### config.mk
export PLATFORM = sky130hd
export DESIGN_NAME = abf_fetch
export DESIGN_NICKNAME = d
export VERILOG_FILES = /design/src/rtl/abf_pkg.sv /design/src/rtl/abf_wordbuf.sv /design/src/rtl/abf_seq.sv /design/src/rtl/abf_fetch.sv
export SDC_FILE = /design/constraint.sdc
export NUM_CORES = 1
export LEC_CHECK = 0
export ABC_CLOCK_PERIOD_IN_PS = 2720
export BUFFER_PORTS_ARGS = -buffer_cell sky130_fd_sc_hd__buf_2
export CAP_MARGIN = 10
export CORE_ASPECT_RATIO = 1.5
export CORE_MARGIN = 4
export CORE_UTILIZATION = 35
export DETAILED_ROUTE_END_ITERATION = 8
export GPL_TIMING_DRIVEN = 0
export PLACE_DENSITY = 0.63
export RECOVER_POWER = 50
export SLEW_MARGIN = 20
export SYNTH_ARGS = -nofsm -noshare
export SYNTH_HDL_FRONTEND = slang
export SYNTH_SLANG_ARGS = --single-unit
export TNS_END_PERCENT = 5
### constraint.sdc
create_clock -name clk -period 2.72 [get_ports clk]
set_input_delay 0 -clock clk [delete_from_list [all_inputs] [get_ports clk]]
set_output_delay 0 -clock clk [all_outputs]
set_load 0.01 [all_outputs]
### src/rtl/abf_pkg.sv
package abf_pkg;

  typedef enum logic [2:0] {
    ST_OPC,
    ST_ARG0,
    ST_ARG1,
    ST_WORD,
    ST_ISSUE,
    ST_HALT
  } seq_st_e;

  // pick one byte lane of a 16-bit word: odd address -> upper lane
  function automatic logic [7:0] lane_pick(input logic [15:0] w, input logic odd);
    return odd ? w[15:8] : w[7:0];
  endfunction

endpackage

### src/rtl/abf_wordbuf.sv
module abf_wordbuf #(
  parameter int WA_W = 15
) (
  input  logic            clk,
  input  logic            rst_n,
  input  logic            need,
  input  logic [WA_W-1:0] need_addr,
  input  logic            flush,
  output logic            hit,
  output logic [15:0]     word,
  output logic            mem_req,
  output logic [WA_W-1:0] mem_addr,
  input  logic            mem_rvalid,
  input  logic [15:0]     mem_rdata
);

  logic            vld_q, vld_d;
  logic            pend_q, pend_d;
  logic            stale_q, stale_d;
  logic [WA_W-1:0] tag_q, rtag_q;
  logic [15:0]     word_q;
  logic            ld_word;

  assign hit      = vld_q && (tag_q == need_addr);
  assign word     = word_q;
  assign mem_req  = need && !hit && !pend_q && !flush;
  assign mem_addr = need_addr;
  assign ld_word  = mem_rvalid && !stale_q && !flush;

  always_comb begin
    vld_d   = vld_q;
    pend_d  = pend_q;
    stale_d = stale_q;
    if (mem_rvalid) begin
      pend_d  = 1'b0;
      stale_d = 1'b0;
    end
    if (ld_word) vld_d = 1'b1;
    if (flush) begin
      vld_d = 1'b0;
      if (pend_q && !mem_rvalid) stale_d = 1'b1;
    end
    if (mem_req) pend_d = 1'b1;
  end

  always_ff @(posedge clk or negedge rst_n) begin
    if (!rst_n) begin
      vld_q   <= 1'b0;
      pend_q  <= 1'b0;
      stale_q <= 1'b0;
      tag_q   <= '0;
      rtag_q  <= '0;
      word_q  <= '0;
    end else begin
      vld_q   <= vld_d;
      pend_q  <= pend_d;
      stale_q <= stale_d;
      if (mem_req) rtag_q <= need_addr;
      if (ld_word) begin
        tag_q  <= rtag_q;
        word_q <= mem_rdata;
      end
    end
  end

  // a request is never followed directly by another one
  a_r9_one_outstanding: assert property (@(posedge clk) disable iff (!rst_n)
    mem_req |=> !mem_req);

  // a response only arrives for a request in flight (input assumption)
  a_r9_rsp_has_req: assert property (@(posedge clk) disable iff (!rst_n)
    mem_rvalid |-> pend_q);

endmodule

### src/rtl/abf_seq.sv
module abf_seq
  import abf_pkg::*;
#(
  parameter int         PC_W   = 16,
  parameter logic [7:0] NOP_OP = 8'hFF
) (
  input  logic            clk,
  input  logic            rst_n,
  input  logic            jmp_valid,
  input  logic [PC_W-1:0] jmp_addr,
  output logic            need,
  output logic [PC_W-2:0] need_addr,
  input  logic            hit,
  input  logic [15:0]     word,
  output logic [7:0]      cls_opcode,
  input  logic [1:0]      cls_len,
  input  logic            cls_aligned,
  output logic            ins_valid,
  input  logic            ins_ready,
  output logic [7:0]      ins_opcode,
  output logic [7:0]      ins_arg0,
  output logic [7:0]      ins_arg1,
  output logic [1:0]      ins_len,
  output logic            align_fault
);

  localparam int              WA_W  = PC_W - 1;
  localparam logic [PC_W-1:0] PC_1  = PC_W'(1);
  localparam logic [PC_W-1:0] PC_2  = PC_W'(2);
  localparam logic [WA_W-1:0] WA_1  = WA_W'(1);

  seq_st_e         st_q, st_d;
  logic [PC_W-1:0] pc_q, pc_d;
  logic [7:0]      opc_q, opc_d, a0_q, a0_d, a1_q, a1_d;
  logic [1:0]      len_q, len_d;
  logic            alg_q, alg_d;
  logic [7:0]      cur_byte;
  logic [1:0]      eff_len;
  logic            is_nop;

  assign cur_byte    = lane_pick(word, pc_q[0]);
  assign cls_opcode  = cur_byte;
  assign eff_len     = (cls_len == 2'd0) ? 2'd1 : cls_len;
  assign is_nop      = (cur_byte == NOP_OP);
  assign need        = (st_q == ST_OPC) || (st_q == ST_ARG0) ||
                       (st_q == ST_ARG1) || (st_q == ST_WORD);
  assign need_addr   = pc_q[PC_W-1:1];
  assign ins_valid   = (st_q == ST_ISSUE) && !jmp_valid;
  assign align_fault = (st_q == ST_OPC) && hit && !jmp_valid && !is_nop &&
                       (eff_len == 2'd2) && cls_aligned && pc_q[0];
  assign ins_opcode  = opc_q;
  assign ins_arg0    = a0_q;
  assign ins_arg1    = a1_q;
  assign ins_len     = len_q;

  always_comb begin
    st_d  = st_q;
    pc_d  = pc_q;
    opc_d = opc_q;
    a0_d  = a0_q;
    a1_d  = a1_q;
    len_d = len_q;
    alg_d = alg_q;
    if (jmp_valid) begin
      st_d = ST_OPC;
      pc_d = jmp_addr;
    end else begin
      case (st_q)
        ST_OPC: if (hit) begin
          if (is_nop) begin
            pc_d = pc_q + PC_1;
          end else begin
            opc_d = cur_byte;
            a0_d  = '0;
            a1_d  = '0;
            len_d = eff_len;
            alg_d = cls_aligned;
            case (eff_len)
              2'd2: begin
                if (cls_aligned && pc_q[0]) begin
                  st_d = ST_HALT;
                end else begin
                  pc_d = pc_q + PC_1;
                  st_d = ST_ARG0;
                end
              end
              2'd3: begin
                if (cls_aligned) begin
                  pc_d = {pc_q[PC_W-1:1] + WA_1, 1'b0};
                  st_d = ST_WORD;
                end else begin
                  pc_d = pc_q + PC_1;
                  st_d = ST_ARG0;
                end
              end
              default: begin
                pc_d = pc_q + ((cls_aligned && !pc_q[0]) ? PC_2 : PC_1);
                st_d = ST_ISSUE;
              end
            endcase
          end
        end
        ST_ARG0: if (hit) begin
          a0_d = cur_byte;
          pc_d = pc_q + PC_1;
          st_d = (len_q == 2'd3) ? ST_ARG1 : ST_ISSUE;
        end
        ST_ARG1: if (hit) begin
          a1_d = cur_byte;
          pc_d = pc_q + PC_1;
          st_d = ST_ISSUE;
        end
        ST_WORD: if (hit) begin
          a0_d = word[15:8];
          a1_d = word[7:0];
          pc_d = pc_q + PC_2;
          st_d = ST_ISSUE;
        end
        ST_ISSUE: if (ins_ready) st_d = ST_OPC;
        ST_HALT: st_d = ST_HALT;
        default: st_d = ST_HALT;
      endcase
    end
  end

  always_ff @(posedge clk or negedge rst_n) begin
    if (!rst_n) begin
      st_q  <= ST_OPC;
      pc_q  <= '0;
      opc_q <= '0;
      a0_q  <= '0;
      a1_q  <= '0;
      len_q <= 2'd1;
      alg_q <= 1'b0;
    end else begin
      st_q  <= st_d;
      pc_q  <= pc_d;
      opc_q <= opc_d;
      a0_q  <= a0_d;
      a1_q  <= a1_d;
      len_q <= len_d;
      alg_q <= alg_d;
    end
  end

  // a stalled instruction stays put
  a_r7_hold: assert property (@(posedge clk) disable iff (!rst_n)
    (ins_valid && !ins_ready && !jmp_valid) |=>
      ((ins_valid || jmp_valid) && $stable(ins_opcode) && $stable(ins_arg0) &&
       $stable(ins_arg1) && $stable(ins_len)));

  // after a fault nothing is issued
  a_r4_halt: assert property (@(posedge clk) disable iff (!rst_n)
    align_fault |=> !ins_valid);

  // an aligned instruction always leaves the counter on a word start
  a_r3_word_start: assert property (@(posedge clk) disable iff (!rst_n)
    ((st_q == ST_ISSUE) && alg_q) |-> !pc_q[0]);

  // a jump loads the counter
  a_r8_jump_load: assert property (@(posedge clk) disable iff (!rst_n)
    jmp_valid |=> (pc_q == $past(jmp_addr)));

endmodule

### src/rtl/abf_fetch.sv
module abf_fetch #(
  parameter int         PC_W   = 16,
  parameter logic [7:0] NOP_OP = 8'hFF
) (
  input  logic            clk,
  input  logic            rst_n,
  input  logic            jmp_valid,
  input  logic [PC_W-1:0] jmp_addr,
  output logic            mem_req,
  output logic [PC_W-2:0] mem_addr,
  input  logic            mem_rvalid,
  input  logic [15:0]     mem_rdata,
  output logic [7:0]      cls_opcode,
  input  logic [1:0]      cls_len,
  input  logic            cls_aligned,
  output logic            ins_valid,
  input  logic            ins_ready,
  output logic [7:0]      ins_opcode,
  output logic [7:0]      ins_arg0,
  output logic [7:0]      ins_arg1,
  output logic [1:0]      ins_len,
  output logic            align_fault
);

  localparam int WA_W = PC_W - 1;

  logic            need, hit;
  logic [WA_W-1:0] need_addr;
  logic [15:0]     word;

  abf_wordbuf #(.WA_W(WA_W)) u_buf (
    .clk        (clk),
    .rst_n      (rst_n),
    .need       (need),
    .need_addr  (need_addr),
    .flush      (jmp_valid),
    .hit        (hit),
    .word       (word),
    .mem_req    (mem_req),
    .mem_addr   (mem_addr),
    .mem_rvalid (mem_rvalid),
    .mem_rdata  (mem_rdata)
  );

  abf_seq #(.PC_W(PC_W), .NOP_OP(NOP_OP)) u_seq (
    .clk         (clk),
    .rst_n       (rst_n),
    .jmp_valid   (jmp_valid),
    .jmp_addr    (jmp_addr),
    .need        (need),
    .need_addr   (need_addr),
    .hit         (hit),
    .word        (word),
    .cls_opcode  (cls_opcode),
    .cls_len     (cls_len),
    .cls_aligned (cls_aligned),
    .ins_valid   (ins_valid),
    .ins_ready   (ins_ready),
    .ins_opcode  (ins_opcode),
    .ins_arg0    (ins_arg0),
    .ins_arg1    (ins_arg1),
    .ins_len     (ins_len),
    .align_fault (align_fault)
  );

endmodule

* Word level (Yosys, flattened, before mapping) *
Index checks and enable logic that the tools add are counted.

storage, ports and cells
  flip-flop bits (word level) = 94
  output and inout bits = 52
  word-level logic and storage cells = 117

operators by class
  add/sub/neg operators = 4
  equality and inequality tests = 22
  muxes and demuxes = 37
  bitwise gates (word level) = 2
  reductions and logical operators = 40

operators with widths
  operator                                                                  number
  16-bit 2-to-1 mux                                                         7
  8-bit 2-to-1 mux                                                          6
  16-bit case mux with 3 select lines                                       1
  8-bit case mux with 3 select lines                                        2
  16-bit case mux with 2 select lines                                       1
  3-bit 2-to-1 mux                                                          8
  16-bit by 1-bit adder with 16-bit output (second input constant)          1
  16-bit adder                                                              1
  16-bit by 2-bit adder with 16-bit output (second input constant)          1
  1-bit logical AND                                                         16
  15-bit by 1-bit adder with 15-bit output (second input constant)          1
  15-bit == test                                                            1
  3-bit inequality test (second input constant)                             5
  3-bit case mux with 4 select lines                                        1
  6-bit AND reduction                                                       2
  2-bit inequality test (second input constant)                             5
  5-bit AND reduction                                                       2
  8-bit == test (second input constant)                                     1
  1-bit zero test                                                           7
  1-bit 2-to-1 mux                                                          7
  2-bit == test (second input constant)                                     3
  3-bit by 2-bit == test with 1-bit output (second input constant)          2
  2-bit 2-to-1 mux                                                          3
  3-bit by 1-bit inequality test with 1-bit output (second input constant)  2
  other kinds (13)                                                          19

* Logic depth before layout (Yosys ltp) *
Gate-level depths: netlist of run 1.

  depth after elaboration = 9
  gate-level depth with buffers = 11
  gate-level depth less buffers = 9

* By module *
Synthesis of run 1 repeated with hierarchy kept, for this count alone.

unflattened totals
  cells, all modules = 593
  area total of the unflattened synthesis = 5647.9 µm²

by module, submodules not included
  module       times used  cells each  area each (µm²)
  abf_seq      1           451         3485.8
  abf_wordbuf  1           142         2162.1

* Worst setup path before layout of run 1 *
OpenSTA, ideal clock, no wires.

  path type = reg2reg
  start = reg u_seq.pc_q[0]
  end = reg u_seq.pc_q[14]
  arrival = 2.538 ns
  required time = 2.592 ns
  slack = 0.055 ns
  cell stages (with the launch flop) = 11
  period minus slack after synthesis = 2.665 ns
  cell sequence = dfrtp_1 clkbuf_1 clkbuf_1 nor2b_1 ha_1 o211ai_1 inv_1 and3_1 or2_2 a311oi_1 nor3_1

on the way
  cells in the longest elaborated chain, start to end = 9
  elaborated cells between the ends (all ways) = 20
  classes of those cells = add/sub (3); eq/ne (2); mux (11); reduce/logical (4)

ends and longest elaborated chain
  what                                 line            RTL
  start: declaration                   abf_seq.sv:33   logic [PC_W-1:0] pc_q, pc_d;
  start signal: assignment             abf_seq.sv:137  pc_q <= pc_d;
  1-bit zero test                      abf_seq.sv:97   pc_d = pc_q + ((cls_aligned && !pc_q[0]) ? PC_2 : PC_1);
  1-bit logical AND                    abf_seq.sv:97
  2-bit 2-to-1 mux                     abf_seq.sv:97
  16-bit adder                         abf_seq.sv:97
  16-bit case mux with 2 select lines  abf_seq.sv:78   case (eff_len)
  16-bit 2-to-1 mux                    abf_seq.sv:70   if (is_nop) begin
  16-bit 2-to-1 mux                    abf_seq.sv:69   ST_OPC: if (hit) begin
  16-bit case mux with 3 select lines  abf_seq.sv:68   case (st_q)
  16-bit 2-to-1 mux                    abf_seq.sv:64   if (jmp_valid) begin

Parallel ways exist; a longest one is shown, timed or not. The select of a mux whose other input is x is not followed.
A chain may end at the register's enable or synchronous reset.

* Worst setup path after layout of run 1 *
  start = reg u_seq.pc_q[0]
  end = reg u_seq.pc_q[5]

The elaborated chain is that of the path after synthesis.

==> results.txt, run 1 <==
----------------------------------------------------
[Place]
  Total of buffers placed on input and output ports ... 91
  Standard cell area after detailed placement ... 6520 um^2
  HPWL after DPL ... 13700 um
  Weighted congestion at the end of routability-driven global placement ... 0.957

[Setup path]
  Worst reg2reg startpoint ... u_seq.pc_q[0]$_DFFE_PN0P_
  Flop-to-flop setup slack ... 0.14 ns
  Critical path peak fanout ... 10
  Critical path cell sequence ... nor2b_1 -> nand4_1 -> a22o_1 -> buf_2 -> a21oi_2 -> o221ai_1 -> nor4_2 -> nor2_1
  Cell with the largest stage delay on the worst path ... sky130_fd_sc_hd__a21oi_2
  CP arrival ... 2.81 ns
  Worst path required time ... 2.95 ns
  Worst r2r dst ... u_seq.pc_q[5]$_DFFE_PN0P_
  Startpoint Class ... flip-flop
  Worst-case reg-to-reg path depth ... 8
  CP Class ... reg -> reg
  Kind of end point of the critical path ... flip-flop
  Highest cell delay on the worst timing path ... roughly 0.49 ns

[Floorplanning]
  Core box area ... 16200 um^2
  Number of primary I/O pins ... 92
  Core Rows ... 57
  Die Outline Area ... 18600 um^2
  Die Ht ... 165 um
  Initial core utilization ... 35.6%
  Die boundary width ... 113 um

[Logic synthesis]
  Main flop type after synthesis ... sky130_fd_sc_hd__dfrtp_1
  Library cells used by synthesis ... 79
  Largest cells by area after synthesis ... sky130_fd_sc_hd__dfrtp_1 (40%), sky130_fd_sc_hd__mux2_2 (15%), sky130_fd_sc_hd__xor2_1 (3.0%)
  Top cells by count, synth ... sky130_fd_sc_hd__dfrtp_1 (93), sky130_fd_sc_hd__mux2_2 (78), sky130_fd_sc_hd__nand2_1 (42), sky130_fd_sc_hd__nor2_1 (33), sky130_fd_sc_hd__nand3_1 (22)
  Warning count from the yosys run ... 0
  Register bit count reported by yosys ... 94
  Async set-or-reset flop fraction in the synthesized netlist ... 100%
  Cell area after technology mapping ... 5770 um^2
  Cell with the most instances after synthesis ... sky130_fd_sc_hd__dfrtp_1
  Synthesized area per cell ... 10.3 um^2
  Fraction of post-synthesis cell area in the top cell type by area ... between 40 and 50%
  Share of synthesized area occupied by flip-flops and latches ... 40.8%
  Gate count after technology mapping ... 560
  Number of flops mapped to enable cells by yosys ... 0
  Syn_nets ... roughly 610
  Leading area contributor after synthesis ... sky130_fd_sc_hd__dfrtp_1

[Global routing]
  Total grt overflow ... 0
  Vias in the first global route ... 5260
  Pin count of the biggest net entering global routing ... 57
  Total Routing Usage GR ... 20.0%
  First-pass GRT wire length ... 29000 um
  Number of antenna violations at the first check in global routing ... 0

[Route]
  Total routed wirelength ... 18500 um
  DRC Markers ... 0
  Antenna viol nets, final ... 0
  Average routed wire per standard cell ... 20.2 um
  Number of detailed-route iterations in the first pass ... 5
  Post-detailed-route via-to-cell ratio ... 5.56
  Detailed router's first-iteration violation count ... about 250
  Via count of the routed design ... about 5100

[Clock tree]
  Worst-case clock buffer depth ... 2
  Clock buffer count from CTS ... 9
  CTS root buf ... sky130_fd_sc_hd__clkbuf_16
  CTS H-tree lvls ... 3
  Clock sink total ... 94
  Clock-pin slew on the worst setup and hold paths ... 0.07 ns
  Clock latency at the later pin of the worst-skew pair ... 0.35 ns
  TritonCTS clock tree ... yes

[Final layout]
  Number of nets in the final layout ... between 700 and 800
  Area growth from synthesis to layout ... 24.2%
  Fraction of layout instances using a drive strength above 1 ... 34.3%
  Count of antenna diodes in the layout ... 0
  Cell area after layout ... just over 7000 um^2

[Outcome]
  Status ... finished, violations left
  Failing checks ... max-capacitance violations, max-slew violations

[Pwr]
  Switch share ... around a third
  Net Switching ... 1.53 mW
  Relative contribution of combinational cells to total power ... 29.4%
  Pint ... 3.10 mW
  Sequential fraction of design power ... 41.6%
  Maximum VDD drop ... 0.351 mV
  Standby leakage power ... around 3.2 nW
  Overall power after layout ... 4.64 mW
  Clock Power Share ... between 20% and 30%
  Total power divided by cell area ... about 650 nW/um^2

[STA]
  Worst Hold Slack ... between 0.02 and 0.025 ns
  Pins over their slew limit ... 40
  Max transition margin ... -24.0%
  Final cycle utilization of the critical path ... between 90% and 100%
  Slew at the pin with the worst max-slew slack ... about 1.9 ns
  RSZ-0062 raised after global routing ... yes
  Layout Skew ... 0.00774 ns
  Highest clock frequency the design can meet ... 387 MHz
  Final number of setup-violating endpoints ... 0
  Count of final hold-check violations ... 0
  Final Critical Period ... between 2 and 3 ns

[Min path]
  Worst min-delay path category ... in -> reg
  Launch instance of the worst min-delay path ... jmp_addr[9]
  Count of cells along the worst hold path ... 3
  WHS Endpoint ... u_seq.pc_q[9]$_DFFE_PN0P_

[Job]
  Number of max-cap violations ... 1

----------------------------------------------------
==> power groups by stage <==
stage               combinational (mW)  sequential, mW  clock [mW]
floorplan                        0.932            1.87           0
global placement                  1.26            1.93           0
detailed placement                1.29            1.95           0
CTS                               1.35            1.93        1.38
global route                      1.49            1.96        1.44
finish                            1.36            1.93        1.35
==> worst max-delay path by stage <==
stage,from,endpoint,slack [ns],cells past startpoint
floorplan,u_seq.pc_q[0]$_DFFE_PN0P_,u_seq.pc_q[14]$_DFFE_PN0P_,0.05,10
finish,u_seq.pc_q[0]$_DFFE_PN0P_,u_seq.pc_q[5]$_DFFE_PN0P_,0.14,8
detailed placement,u_seq.pc_q[0]$_DFFE_PN0P_,u_seq.pc_q[14]$_DFFE_PN0P_,-0.75,10
global placement,u_seq.pc_q[0]$_DFFE_PN0P_,u_seq.pc_q[14]$_DFFE_PN0P_,-0.69,10
global route,u_seq.pc_q[0]$_DFFE_PN0P_,u_seq.pc_q[12]$_DFFE_PN0P_,-0.01,11
CTS,u_seq.pc_q[1]$_DFFE_PN0P_,mem_req,0.02,6
==> stage by stage <==
| stage | setup TNS (ns) | std cells | util (%) | setup slack, ns |
|---|---|---|---|---|
| after detailed placement | -7.45 | 858 | 40.3 | -0.749 |
| after global placement | -6.94 | 857 | 40.0 | -0.695 |
| after floorplan | 0 | 560 | - | 0.0545 |
| after global routing | -0.0105 | 912 | 44.3 | -0.0105 |
| final | 0 | 912 | 44.3 | 0.139 |
| after CTS | 0 | 906 | 44.2 | 0.0234 |
==> final cells by class <==
type / instances / area (um^2)
Fill cell: 1571 / 9020
Multi-Input combinational cell: 403 / 3050
Sequential cell: 94 / 2360
Timing Repair Buffer: 130 / 801
Buffer: 56 / 365
Tap cell: 206 / 258
Clock buffer: 10 / 239
Clock inverter: 6 / 73.8
Inverter: 7 / 26.3
==> layout by cell type (no fill, tap or decap), drive strengths merged, types with 5 or more instances in the layout <==
cell / instances
o22ai: 7
o211ai: 6
buf: 115
or2: 5
xor2: 20
nand3: 22
and2: 5
nand2: 44
inv: 10
nor2: 35
o21ai: 23
dlygate4sd3: 30
o221ai: 6
a22oi: 5
nor4: 8
and3: 9
ha: 5
a21o: 10
nor3: 13
a211oi: 6
dfrtp: 93
nand4: 7
mux2: 78
a21oi: 20
a22o: 8
clkbuf: 50
nand2b: 8
==> logic make-up after synthesis <==
group           Yosys count  share of synthesized area [%]
compound gates          122                           16.1
xor+xnor                 24                           3.64
fa+ha+maj                 5                           1.08
buf+inv                  63                           6.66
flops                    94                           40.8
mux                      82                           15.9
simple gates            170                           15.8
==> timing repair <==
action / CTS / global route
endpoints found under the hold margin: 124 / 0
setup buffers: 2 / 6
pin swaps: 1 / 2
gates resized for setup: 6 / 4
cloned: 0 / 0
hold buffers: 30 / 0
endpoints found under the setup margin: 14 / 11
==> state kept, by name, indices dropped and copies added (netlist names) <==
name,cells
u_seq.ins_arg1,8
u_buf.tag_q,15
u_buf.vld_q,1
u_buf.pend_q,1
u_seq.ins_len,2
u_seq.st_q,3
u_seq.ins_opcode,8
u_buf.rtag_q,15
u_buf.stale_q,1
u_seq.ins_arg0,8
u_seq.pc_q,16
u_buf.word,16
==> per-layer routing <==
metal | vias to the layer above | GRT usage, % | wire, um
met5 | - | 0 | 0
met1 | 2516 | 22.3 | 7130
met3 | 38 | 4.23 | 1040
met4 | 0 | 8.97 | 517
met2 | 200 | 36.3 | 9780
li1 | 2317 | - | -
==> worst max-delay path, delay by kind of cell (launching register included) <==
family	cells	cell delay [ns]
AOI/OAI and AO/OA	3	0.99
and+or+nand+nor	4	0.80
DFF	1	0.45
buffers and inverters	1	0.21
Power figures use the tool's default switching activity.
==> run 2, diff against run 1 <==
- ABC_AREA: unset -> 1
- PLACE_DENSITY: 0.63 -> 0.62
==> run 2 against run 1 <==
  * The flow still finishes with violations (max-capacitance violations, max-slew violations)
  * Wire length grew 7.7%
  * Die area rose by 8.3%
  * Setup slack improved by 0.10 ns
  * Global-route usage shrank 0.093 points
  * Count of clock-buffer cells in the layout did not move
  * Cell count rose by 30%
  * Critical path type unchanged
==> results.txt, run 2 <==
----------------------------------------------------
[Outcome]
  Status ... finished, violations left
  Failing checks ... max-capacitance violations, max-slew violations

[Global routing]
  Number of antenna violations at the first check in global routing ... 2 (+2)
  Pin count of the biggest net entering global routing ... 64 (+12%)
  First-pass GRT wire length ... 31600 um (+9.0%)
  Total Routing Usage GR ... 19.9% (-0.093 points)
  Vias in the first global route ... 5961 (+13%)
  Total grt overflow ... 0 (unchanged)

[Final layout]
  Fill cell instance count of the final layout ... 1834 (+17%)
  Area used by sequential logic in the layout ... 2350 um^2 (-0.11%)
  Area of the multi-input gates ... 3270 um^2 (+7.3%)
  Fraction of layout instances using a drive strength above 1 ... 23.4% (-11 points)
  Utilization after layout ... 43.4% (-0.89 points)
  Commonest cells after routing, fill and taps aside ... sky130_fd_sc_hd__nand2_1 (246), sky130_fd_sc_hd__dfrtp_1 (93), sky130_fd_sc_hd__nor2_1 (84)
  Area growth from synthesis to layout ... 20.8%
  Number of nets in the final layout ... 1016 (+36%)
  Most common cell after layout, fill and taps aside ... sky130_fd_sc_hd__nand2_1
  Count of antenna diodes in the layout ... 0 (unchanged)

[Floorplanning]
  Core Rows ... 59 (+3.5%)
  Die Ht ... 172 um (+4.1%)
  Initial core utilization ... 35.9% (+0.26 points)
  Die boundary width ... 117 um (+4.0%)
  Core box area ... 17500 um^2 (+8.1%)
  Die Outline Area ... 20200 um^2 (+8.3%)
  Number of primary I/O pins ... 92 (unchanged)

[Setup path]
  Worst reg2reg startpoint ... u_seq.pc_q[0]$_DFFE_PN0P_
  Critical path peak fanout ... 10 (unchanged)
  Worst r2r dst ... u_seq.pc_q[10]$_DFFE_PN0P_
  Worst-case reg-to-reg path depth ... 14 (+6)
  CP arrival ... 2.73 ns (-0.08 ns)
  CP Class ... reg -> reg
  Flop-to-flop setup slack ... 0.24 ns (+0.10 ns)
  Kind of end point of the critical path ... flip-flop
  Startpoint Class ... flip-flop
  Worst path required time ... 2.97 ns (+0.02 ns)

[STA]
  Count of final hold-check violations ... 0 (unchanged)
  Slew at the pin with the worst max-slew slack ... 1.83 ns (-0.0299 ns)
  Layout Skew ... 0.0159 ns (+0.00820 ns)
  Max transition margin ... -22.1% (+2.0 points)
  Highest clock frequency the design can meet ... 403 MHz (+4.0%)
  Final number of setup-violating endpoints ... 0 (unchanged)
  Post-route setup TNS ... 0 ns (unchanged)
  Worst Hold Slack ... 0.00902 ns (-0.0116 ns)
  Final cycle utilization of the critical path ... 91.2% (-3.7 points)
  Final Critical Period ... 2.48 ns (-0.100 ns)
  Pins over their slew limit ... 32 (-20%)
  RSZ-0062 raised after global routing ... no

[Place]
  HPWL after DPL ... 15100 um (+10%)
  Weighted congestion at the end of routability-driven global placement ... 0.952 (-0.53%)
  Total of buffers placed on input and output ports ... 91 (unchanged)

[Clock tree]
  Clock buffer count from CTS ... 9 (unchanged)
  Clock sink total ... 94 (unchanged)
  CTS H-tree lvls ... 3 (unchanged)
  Post_cts resized ... 0 (-6)
  TritonCTS clock tree ... yes
  Clock-pin slew on the worst setup and hold paths ... 0.08 ns (about the same)
  CTS root buf ... sky130_fd_sc_hd__clkbuf_16
  Clock latency at the later pin of the worst-skew pair ... 0.36 ns (about the same)
  Worst-case clock buffer depth ... 2 (unchanged)
  Setup bufs post-CTS ... 0 (-2)

[Pwr]
  Sequential fraction of design power ... 33.5% (-8.1 points)
  Standby leakage power ... 3.78 nW (+19%)
  Relative contribution of combinational cells to total power ... 46.3% (+17 points)
  Maximum VDD drop ... 0.378 mV (+7.7%)
  Net Switching ... 2.90 mW (+89%)
  Total power divided by cell area ... 876 nW/um^2 (+35%)
  Overall power after layout ... 6.65 mW (+43%)
  Switch share ... 43.6% (+11 points)
  Clock Power Share ... 20.1% (-8.9 points)
  Pint ... 3.75 mW (+21%)

[Logic synthesis]
  Fraction of post-synthesis cell area in the top cell type by area ... 37.0% (-3.3 points)
  Leading area contributor after synthesis ... sky130_fd_sc_hd__dfrtp_1
  Share of synthesized area occupied by flip-flops and latches ... 37.5% (-3.3 points)
  Library cells used by synthesis ... 41 (-48%)
  Async set-or-reset flop fraction in the synthesized netlist ... 100% (unchanged)
  Largest cells by area after synthesis ... sky130_fd_sc_hd__dfrtp_1 (37%), sky130_fd_sc_hd__nand2_1 (15%), sky130_fd_sc_hd__nor2_1 (5.0%)
  Gate count after technology mapping ... 839 (+50%)
  Register bit count reported by yosys ... 94 (unchanged)
  Warning count from the yosys run ... 0 (unchanged)
  Syn_nets ... 884 (+46%)
  Synthesized area per cell ... 7.49 um^2 (-27%)
  Cell area after technology mapping ... 6280 um^2 (+8.9%)
  Top cells by count, synth ... sky130_fd_sc_hd__nand2_1 (246), sky130_fd_sc_hd__dfrtp_1 (93), sky130_fd_sc_hd__nor2_1 (84), sky130_fd_sc_hd__inv_1 (66), sky130_fd_sc_hd__o21ai_0 (53)
  Number of flops mapped to enable cells by yosys ... 0 (unchanged)
  Cell with the most instances after synthesis ... sky130_fd_sc_hd__nand2_1
  Main flop type after synthesis ... sky130_fd_sc_hd__dfrtp_1

[Route]
  Post-detailed-route via-to-cell ratio ... 4.99 (-10%)
  Via count of the routed design ... 5935 (+17%)
  Antenna viol nets, final ... 0 (unchanged)
  Total routed wirelength ... 19900 um (+7.7%)
  Detailed router's first-iteration violation count ... 295 (+16%)
  DRC Markers ... 0 (unchanged)
  Average routed wire per standard cell ... 16.7 um (-17%)
  Number of detailed-route iterations in the first pass ... 5 (unchanged)

[Min path]
  WHS Endpoint ... u_seq.pc_q[15]$_DFFE_PN0P_
  Launch instance of the worst min-delay path ... jmp_addr[15]
  Worst min-delay path category ... in -> reg
  Count of cells along the worst hold path ... 5 (+2)

[Job]
  Number of max-cap violations ... 1 (unchanged)

----------------------------------------------------
[run 2: cell count changes in the layout (fill, tap and decap cells not counted), moves of 37 or more]
| cell | change |
|---|---|
| sky130_fd_sc_hd__o21ai_0 | +37 |
| sky130_fd_sc_hd__mux2_2 | -57 |
| sky130_fd_sc_hd__nor2_1 | +51 |
| sky130_fd_sc_hd__nand2_1 | +204 |
| sky130_fd_sc_hd__inv_1 | +59 |
[run 2: kinds of logic after synthesis]
group           after synthesis  synth area share (%)
buf+inv                     129                  10.5
xor+xnor                     33                  4.60
mux                          21                  3.76
flops                        94                  37.5
fa+ha+maj                     5                 0.996
simple gates                435                  31.0
compound gates              122                  11.6
[run 2: worst max-delay path by stage]
| stage | from | endpoint | slack [ns] | depth (start not counted) |
|---|---|---|---|---|
| final | u_seq.pc_q[0]$_DFFE_PN0P_ | u_seq.pc_q[10]$_DFFE_PN0P_ | 0.24 | 14 |
| after global routing | u_seq.pc_q[0]$_DFFE_PN0P_ | u_seq.pc_q[14]$_DFFE_PN0P_ | 0.04 | 12 |
| after CTS | u_seq.pc_q[0]$_DFFE_PN0P_ | u_seq.pc_q[10]$_DFFE_PN0P_ | 0.27 | 14 |
| after detailed placement | u_seq.pc_q[0]$_DFFE_PN0P_ | u_seq.pc_q[10]$_DFFE_PN0P_ | 0.29 | 14 |
| after global placement | u_seq.pc_q[0]$_DFFE_PN0P_ | u_seq.pc_q[10]$_DFFE_PN0P_ | 0.33 | 14 |
| after floorplan | u_seq.pc_q[0]$_DFFE_PN0P_ | u_seq.pc_q[11]$_DFFE_PN0P_ | 0.78 | 15 |
[run 2: critical path: stages (launching register included)]
cell,delay (ns)
sky130_fd_sc_hd__dfrtp_1,0.47
sky130_fd_sc_hd__buf_6,0.19
sky130_fd_sc_hd__buf_8,0.16
sky130_fd_sc_hd__nor2_1,0.17
sky130_fd_sc_hd__ha_1,0.19
sky130_fd_sc_hd__nor2_1,0.07
sky130_fd_sc_hd__nor2_1,0.32
sky130_fd_sc_hd__nand3b_1,0.16
sky130_fd_sc_hd__xor2_1,0.17
sky130_fd_sc_hd__nand2_1,0.06
sky130_fd_sc_hd__nand2_1,0.07
sky130_fd_sc_hd__nand2_1,0.06
sky130_fd_sc_hd__nand2_1,0.06
sky130_fd_sc_hd__o21ai_0,0.14
sky130_fd_sc_hd__nand2_1,0.06
[run 2: final cells by class]
cell class | count | area share (%)
Inverter | 85 | 4.27
Multi-Input combinational cell | 616 | 43.1
Timing Repair Buffer | 121 | 9.76
Tap cell | 213 | 3.51
Clock inverter | 6 | 0.907
Clock buffer | 10 | 3.02
Sequential cell | 94 | 31.0
Buffer | 44 | 4.45
[run 2: per-stage QoR]
| step | area (um^2) | instances | setup slack, ns |
|---|---|---|---|
| global route | 7590 | 1189 | 0.0368 |
| global placement | 7000 | 1143 | 0.334 |
| CTS | 7630 | 1189 | 0.272 |
| finish | 7590 | 1189 | 0.239 |
| floorplan | 6280 | 839 | 0.778 |
| detailed placement | 7040 | 1144 | 0.295 |
[run 2: power groups by stage]
stage / Combinational (mW) / Clock, mW / Sequential (mW)
after floorplan: 2.23 / 0 / 2.15
after global placement: 3.03 / 0 / 2.23
after detailed placement: 3.07 / 0 / 2.25
after CTS: 3.12 / 1.35 / 2.23
after global routing: 3.42 / 1.42 / 2.28
final: 3.08 / 1.34 / 2.23
[run 2: per-layer routing]
metal / vias up / wire length (um) / global-route usage [%]
li1: 2926 / - / -
met3: 50 / 1260 / 4.48
met4: 4 / 780 / 8.68
met2: 199 / 10100 / 36.4
met1: 2756 / 7730 / 22.3
met5: - / 21 / 0
[run 2: repair_timing]
item	4_1_cts	5_1_grt
hold endpoints to repair	122	0
hold buffers	29	0
endpoints found under the setup margin	0	0
